[config.mk]
export PLATFORM = sky130hd
export DESIGN_NAME = frac_rate_div
export DESIGN_NICKNAME = d
export VERILOG_FILES = /design/src/rtl/frac_div_pkg.sv /design/src/rtl/frac_ctrl_reg.sv /design/src/rtl/frac_accum.sv /design/src/rtl/frac_prescale.sv /design/src/rtl/frac_rate_div.sv
export SDC_FILE = /design/constraint.sdc
export NUM_CORES = 1
export LEC_CHECK = 0
export ABC_AREA = 1
export BUFFER_PORTS_ARGS = -buffer_cell sky130_fd_sc_hd__clkbuf_2
export CORE_MARGIN = 4
export CORE_UTILIZATION = 35
export DETAILED_ROUTE_END_ITERATION = 10
export HOLD_SLACK_MARGIN = 0.08
export PLACE_DENSITY_LB_ADDON = 0.12
export SYNTH_ARGS = -nofsm -noshare
export SYNTH_HDL_FRONTEND = slang
export SYNTH_HIERARCHICAL = 1
export SYNTH_SLANG_ARGS = --single-unit
[constraint.sdc]
create_clock -name clk -period 3 [get_ports clk]
set_input_delay 0.45 -clock clk [delete_from_list [all_inputs] [get_ports clk]]
set_output_delay 0.45 -clock clk [all_outputs]
set_load 0.005 [all_outputs]
[src/rtl/frac_div_pkg.sv]
package frac_div_pkg;

    typedef enum logic [1:0] {
        RM_PASS,
        RM_SAT,
        RM_FRAC
    } ratio_mode_e;

    function automatic logic [31:0] bswap32(input logic [31:0] v);
        return {v[7:0], v[15:8], v[23:16], v[31:24]};
    endfunction

    function automatic logic [31:0] field_mask(input int unsigned sh, input int unsigned w);
        return ((32'd1 << w) - 32'd1) << sh;
    endfunction

endpackage

[src/rtl/frac_ctrl_reg.sv]
module frac_ctrl_reg
    import frac_div_pkg::*;
#(
    parameter int unsigned MSHIFT     = 0,
    parameter int unsigned MWIDTH     = 8,
    parameter int unsigned NSHIFT     = 16,
    parameter int unsigned NWIDTH     = 8,
    parameter bit          ZERO_BASED = 1'b0,
    parameter bit          BYTE_SWAP  = 1'b0,
    parameter logic [31:0] CTRL_INIT  = 32'h0,
    parameter int unsigned CW         = 9
) (
    input  logic          clk,
    input  logic          rst,
    input  logic          wr_en,
    input  logic [31:0]   wr_data,
    output logic [31:0]   rd_data,
    output logic [CW-1:0] m_cfg,
    output logic [CW-1:0] n_cfg
);

    localparam logic [31:0] FMASK = field_mask(MSHIFT, MWIDTH) | field_mask(NSHIFT, NWIDTH);

    logic [31:0] ctrl;
    logic [31:0] wr_int;

    generate
        if (BYTE_SWAP) begin : g_swap
            assign wr_int  = bswap32(wr_data);
            assign rd_data = bswap32(ctrl);
        end else begin : g_native
            assign wr_int  = wr_data;
            assign rd_data = ctrl;
        end
    endgenerate

    always_ff @(posedge clk) begin
        if (rst) begin
            ctrl <= CTRL_INIT;
        end else if (wr_en) begin
            ctrl <= (ctrl & ~FMASK) | (wr_int & FMASK);
        end
    end

    assign m_cfg = CW'(ctrl[MSHIFT +: MWIDTH]) + CW'(ZERO_BASED);
    assign n_cfg = CW'(ctrl[NSHIFT +: NWIDTH]) + CW'(ZERO_BASED);

    AST_RSVD_KEPT: assert property (@(posedge clk) disable iff (rst)
        wr_en |=> ((ctrl & ~FMASK) == (CTRL_INIT & ~FMASK)));

endmodule

[src/rtl/frac_accum.sv]
module frac_accum
    import frac_div_pkg::*;
#(
    parameter int unsigned CW = 9
) (
    input  logic          clk,
    input  logic          rst,
    input  logic [CW-1:0] m_cfg,
    input  logic [CW-1:0] n_cfg,
    output logic          frac_en
);

    logic [CW-1:0] acc;
    logic [CW-1:0] acc_nxt;
    logic [CW-1:0] m_act;
    logic [CW-1:0] n_act;
    logic [CW:0]   sum;
    logic          hit;
    logic          cfg_new;
    ratio_mode_e   mode;

    always_comb begin
        sum = {1'b0, acc} + {1'b0, m_act};
        if (m_act == '0 || n_act == '0) begin
            mode = RM_PASS;
        end else if (m_act >= n_act) begin
            mode = RM_SAT;
        end else begin
            mode = RM_FRAC;
        end
        hit     = 1'b1;
        acc_nxt = '0;
        case (mode)
            RM_FRAC: begin
                if (sum >= {1'b0, n_act}) begin
                    acc_nxt = CW'(sum - {1'b0, n_act});
                end else begin
                    hit     = 1'b0;
                    acc_nxt = sum[CW-1:0];
                end
            end
            default: begin
                hit     = 1'b1;
                acc_nxt = '0;
            end
        endcase
        cfg_new = (m_cfg != m_act) || (n_cfg != n_act);
    end

    always_ff @(posedge clk) begin
        if (rst) begin
            acc     <= '0;
            m_act   <= '0;
            n_act   <= '0;
            frac_en <= 1'b0;
        end else begin
            frac_en <= hit;
            if (hit) begin
                m_act <= m_cfg;
                n_act <= n_cfg;
                acc   <= cfg_new ? '0 : acc_nxt;
            end else begin
                acc   <= acc_nxt;
            end
        end
    end

    AST_ACC_BELOW_N: assert property (@(posedge clk) disable iff (rst)
        (n_act != '0) |-> (acc < n_act));

    AST_PASS_ZERO: assert property (@(posedge clk) disable iff (rst)
        (m_act == '0 || n_act == '0) |=> frac_en);

    AST_SAT_FULL: assert property (@(posedge clk) disable iff (rst)
        (n_act != '0 && m_act >= n_act) |=> frac_en);

    AST_HOLD_CFG: assert property (@(posedge clk) disable iff (rst)
        !frac_en |-> ($stable(m_act) && $stable(n_act)));

endmodule

[src/rtl/frac_prescale.sv]
module frac_prescale
    import frac_div_pkg::*;
#(
    parameter int unsigned SCALE = 2
) (
    input  logic clk,
    input  logic rst,
    input  logic frac_en,
    output logic div_en
);

    logic [SCALE-1:0] cnt;

    always_ff @(posedge clk) begin
        if (rst) begin
            cnt <= '0;
        end else if (frac_en) begin
            cnt <= cnt + 1'b1;
        end
    end

    assign div_en = frac_en && (cnt == '1);

    AST_PRE_SPACED: assert property (@(posedge clk) disable iff (rst)
        div_en |=> !div_en);

endmodule

[src/rtl/frac_rate_div.sv]
module frac_rate_div
    import frac_div_pkg::*;
#(
    parameter int unsigned MSHIFT     = 0,
    parameter int unsigned MWIDTH     = 8,
    parameter int unsigned NSHIFT     = 16,
    parameter int unsigned NWIDTH     = 8,
    parameter bit          ZERO_BASED = 1'b0,
    parameter bit          BYTE_SWAP  = 1'b0,
    parameter int unsigned SCALE      = 0,
    parameter logic [31:0] CTRL_INIT  = 32'h0
) (
    input  logic        clk,
    input  logic        rst,
    input  logic        wr_en,
    input  logic [31:0] wr_data,
    output logic [31:0] rd_data,
    output logic        div_en
);

    localparam int unsigned CW = ((MWIDTH > NWIDTH) ? MWIDTH : NWIDTH) + 1;

    logic [CW-1:0] m_cfg;
    logic [CW-1:0] n_cfg;
    logic          frac_en;

    frac_ctrl_reg #(
        .MSHIFT    (MSHIFT),
        .MWIDTH    (MWIDTH),
        .NSHIFT    (NSHIFT),
        .NWIDTH    (NWIDTH),
        .ZERO_BASED(ZERO_BASED),
        .BYTE_SWAP (BYTE_SWAP),
        .CTRL_INIT (CTRL_INIT),
        .CW        (CW)
    ) u_reg (
        .clk    (clk),
        .rst    (rst),
        .wr_en  (wr_en),
        .wr_data(wr_data),
        .rd_data(rd_data),
        .m_cfg  (m_cfg),
        .n_cfg  (n_cfg)
    );

    frac_accum #(
        .CW(CW)
    ) u_acc (
        .clk    (clk),
        .rst    (rst),
        .m_cfg  (m_cfg),
        .n_cfg  (n_cfg),
        .frac_en(frac_en)
    );

    generate
        if (SCALE == 0) begin : g_direct
            assign div_en = frac_en;
        end else begin : g_scaled
            frac_prescale #(
                .SCALE(SCALE)
            ) u_pre (
                .clk    (clk),
                .rst    (rst),
                .frac_en(frac_en),
                .div_en (div_en)
            );
        end
    endgenerate

endmodule

; ---- Word level (Yosys, flattened, before mapping)
; Cells that the tools add are included.
[word_totals]
register_bits = 58
in_bits = 35
wordCells = 25
[classes]
n_addsub = 2
magnitude_cmp = 2
n_eq_ne = 3
mux = 8
bitwise_logic = 1
reduce_logical = 4
[op_table]
columns = op, count
row1 = $mux 9, 4
row2 = $or 32x24->32, 1
row3 = $logic_not 9->1, 2
row4 = $ne 8x8->1, 2
row5 = $add 9x8->10, 1
row6 = $ge 10x8->1, 1
row7 = $sub 9x8->9, 1
row8 = $ge 8x8->1, 1
row9 = $mux 2, 2
row10 = $eq 2x2->1 const B, 1
row11 = $logic_or 1x1->1, 2
row12 = $mux 1, 2

; ---- Logic depth before layout (Yosys ltp)
[logic_depth]
word_depth = 7
ltp_mapped = 20
depth_no_buf = 20

; ---- Cells and area by module
; Netlist, hierarchy kept.
[modules_own_cells]
columns = module, instances, cells_per_inst, area_per_inst_um2, seq_area_each_um2
row1 = frac_accum, 1, 389, 2596.2, 560.5
row2 = frac_ctrl_reg, 1, 136, 929.6, 320.3

; ---- Worst setup path after synthesis
; Ideal clock, no wire load.
[synth_timing]
kind = reg-to-reg
from = register u_acc.m_act[0]
to = register u_acc.acc[6]
setup_ns = 0.116
t_arrival_ns = 2.605
path_slack_ns = 0.279
path_stages_with_launch = 20
path_buffers = 1
period_less_slack_ns = 2.721
cell_sequence = dfxtp_1 -> ha_1 -> fa_1 -> nand2_1 -> inv_1 -> o21ai_0 -> nand2_1 -> xor2_1 -> inv_1 -> ha_1 -> nand2_1 -> nor2_1 -> nand2_1 -> nand3_2 -> nand2_2 -> inv_2 -> nor2_8 -> buf_6 -> o21ai_1 -> nor2_2
[synth_via]
elab_chain_len = 7
word_cells_on_any_way = 17
cone_classes = add/sub: 2 / order compare: 2 / eq/ne: 2 / mux: 8 / reduce/logical: 3
[synth_rtl]
columns = element, line_no
row1 = "start, declared", frac_accum.sv:15  ; logic [CW-1:0] m_act;
row2 = "start signal, assigned", frac_accum.sv:59  ; m_act <= m_cfg;
row3 = "parallel branches: the longest is 6 deep, another holds $add 9x8->10", n/a
row4 = $mux 9 *, frac_accum.sv:58  ; if (hit) begin
row5 = "end signal, assigned", frac_accum.sv:61  ; acc <= cfg_new ? '0 : acc_nxt;
row6 = "end signal, assigned", frac_accum.sv:63  ; acc <= acc_nxt;
row7 = "end, declared", frac_accum.sv:13  ; logic [CW-1:0] acc;
; Every way passes the cells marked *.
; A chain may end at the register's enable or synchronous reset.

; ---- Worst setup path after layout
[layout_timing]
from = register u_acc.m_act[0]
to = register u_acc.m_act[2]
[layout_via]
elab_chain_len = 5
word_cells_on_any_way = 10
cone_classes = add/sub: 1 / order compare: 2 / eq/ne: 1 / mux: 4 / reduce/logical: 2
[layout_rtl]
columns = element, line_no
row1 = "parallel branches: the longest is 4 deep, another holds $add 9x8->10", n/a
row2 = $mux 1 *, frac_accum.sv:33  ; case (mode)
; Marks and branches as above.

==> out/qor.csv <==
stage,metric,value,unit
place,place_congestion,0.8747,
clock_network,h-tree-depth,2,
clock_network,cts_made_buffers,5,
grt,grt_pass1_wl,13.52,mm
setup_path,crit_required,3.20,ns
routing,ant_nets,0,
routing,wl,8.515,mm
sta,tns,0,ns
place,place_hpwl,6.555,mm
sta,slew-limit-headroom,50.29,%
sta,period_share,94.31,%
sta,rsz0062_at_grt,true,
outcome,status,"complete, no violations",
clock_network,cts_tree,built,
place,placed_cell_area,3736,sq um
die,die_y,108.4,um
grt,grt_pass1_vias,2886,
yosys,yosys.cell_types.count,33,
setup_path,r2r_cells,21,
yosys,synth_edf_count,0,
yosys,yosysSeqAreaShare,24.98,%
routing,routed_via_density,4.456,
die,rows,36,
sta,fin_crit,2.829,ns
die,start_util,36.07,%
setup_path,worstPathArrival,3.03,ns
yosys,yosys_warnings,6,
sta,fmax,353.5,MHz
final_layout,fin_area,4182,sq um
sta,drv_slew,0,
final_layout,drive_gt1_share,24.07,%
final_layout,most-common-layout-cells,"111 x nand2_1, 81 x nor2_1, 64 x inv_1, 38 x dfxtp_1, 35 x clkbuf_2",
setup_path,rrSetupSlack,0.17,ns
run,maxCapViolCount,0,
die,die_area,11740,sq um
grt,grt_overflow,0,
clock_network,clkLatencyLatePin,0.31,ns
min_path,holdCritPathClass,in -> reg,
final_layout,final_util,42.78,%
die,boundaryPins,68,
routing,vias,3110,
place,numPortBuffers,35,
grt,track_usage,14.30,%
setup_path,regToRegEndpoint,u_acc/m_act[2],
yosys,ys_seq_elements,44,
clock_network,clockBufferDepth,2,
die,die_w,108.4,um
min_path,min_from,wr_data[6],
sta,worstMarginPinSlew,0.7400,ns
setup_path,critPathKind,reg -> reg,
setup_path,reg2reg_from,u_acc/m_act[0],
clock_network,clkSlewWorstSetupHoldPaths,0.10,ns
yosys,syn_avg_cell_area,6.716,sq um
final_layout,area_growth_syn_to_layout,18.59,%
routing,dr.pass1.iters,4,
yosys,syn_area,3526,sq um
grt,antenna_found_initial,0,
routing,route.detailed.drc,0,
routing,first_iter_violations,95,
setup_path,cp-start-kind,flip-flop,
die,core,9774,sq um
yosys,synth-main-ff-cell,dfxtp_1,
sta,whs,0.4065,ns
clock_network,cts-hold-fix-buffers,0,
final_layout,layout_commonest_cell,nand2_1,
clock_network,root_buffer,clkbuf_8,
final_layout,nets,628,
sta,setup_violations,0,
setup_path,cp_max_fo,11,
setup_path,cp-end-kind,flip-flop,
sta,fin_skew,0.01055,ns
final_layout,diodes,0,
setup_path,crit_path_start,u_acc/m_act[0],
yosys,synth_cells,525,
clock_network,cts_sinks,44,
sta,finalHoldViolCount,0,
routing,detail_route.wl_per_cell,12.20,um
setup_path,setup.worst_path.end,u_acc/m_act[2],
yosys,async_flop_share,0,%
grt,grt_max_degree,33,
-- timing repair --
item,in CTS,in global routing
hold endpoints to repair,0,0
endpoints found under the setup margin,8,28
setup buffers,0,4
pin swaps,0,16
resized for setup,1,58
gates cloned,0,1
-- worst min-delay path by stage --
stage / endpoint / slack (ns) / depth (start not counted)
after floorplan: u_reg/rd_data[0] / 0.49 / 2
after global placement: u_reg/rd_data[22] / 0.51 / 2
after detailed placement: u_reg/rd_data[23] / 0.51 / 2
after CTS: u_acc/frac_en / 0.40 / 2
after global routing: u_acc/frac_en / 0.41 / 2
final: u_reg/rd_data[6] / 0.41 / 5
-- registers in the layout, summed over array words and instances (netlist names) --
| name | flops |
|---|---|
| u_reg/rd_data | 16 |
| u_acc/acc | 9 |
| u_acc/m_act | 9 |
| u_acc/n_act | 9 |
| u_acc/frac_en | 1 |
-- cell usage after synthesis, types with 8 or more instances --
cell type | number | area share, %
inv_1 | 65 | 6.9
nand2_1 | 116 | 12
ha_1 | 27 | 9.6
xnor2_1 | 15 | 3.7
a21oi_1 | 30 | 4.3
o21ai_0 | 8 | 1.1
dfxtp_1 | 44 | 25
buf_4 | 37 | 7.9
xor2_1 | 11 | 2.7
nor2_1 | 85 | 9.0
nand3_1 | 30 | 4.3
buf_6 | 8 | 2.6
-- cells by family (layout without fill, tap and decap cells) --
logic type / after synthesis / count (layout) / share of synthesized area (%)
compound gates: 47 / 47 / 7.523
xor+xnor: 26 / 26 / 6.459
fa+ha+maj: 29 / 29 / 10.72
buf+inv: 116 / 139 / 18.10
flops: 44 / 44 / 24.98
other cells: 1 / 18 / 0.1064
simple gates: 262 / 262 / 32.11
-- area by class of cell --
cell class | instances | area, sq um
Inverter | 68 | 257.7
Clock inverter | 3 | 25.02
Timing Repair Buffer | 63 | 439.2
Clock buffer | 5 | 68.82
Fill cell | 1042 | 5593
Sequential cell | 44 | 890.9
Multi-Input combinational cell | 382 | 2333
Tap cell | 133 | 166.4
-- critical path, stage by stage (launching register included) --
cell and delay [ns]:
dfxtp_2 0.35, ha_4 0.16, fa_2 0.38, nand2_1 0.07
inv_1 0.05, o21ai_1 0.11, nand2_1 0.10, xor2_1 0.17
inv_1 0.10, ha_4 0.16, nand2_1 0.07, nand2_2 0.08
a21oi_4 0.13, nand3_2 0.09, nand2_2 0.10, inv_4 0.05
nor2_8 0.12, buf_12 0.13, buf_12 0.12, nand3b_1 0.07
nand2_1 0.07, nor2_1 0.05
-- metrics by stage --
stage	cells	setup WS [ns]
6_report	698	0.1708
5_1_grt	698	-0.03974
4_1_cts	693	-0.009836
3_5_place_dp	685	0.02174
3_3_place_gp	685	0.04352
2_1_floorplan	542	0.2790
-- routing by layer --
layer  share of wire (%)  GRT usage (%)  up-vias
met4                0.83          3.246        0
met3                 3.0          1.791        9
li1                    -              -     1666
met5                   0              0        -
met2                  48          24.11       52
met1                  48          19.51     1383
Power is left out: the tool's default activity adds up to more than one toggle a clock period on the data nets, which glitch-free logic cannot reach.
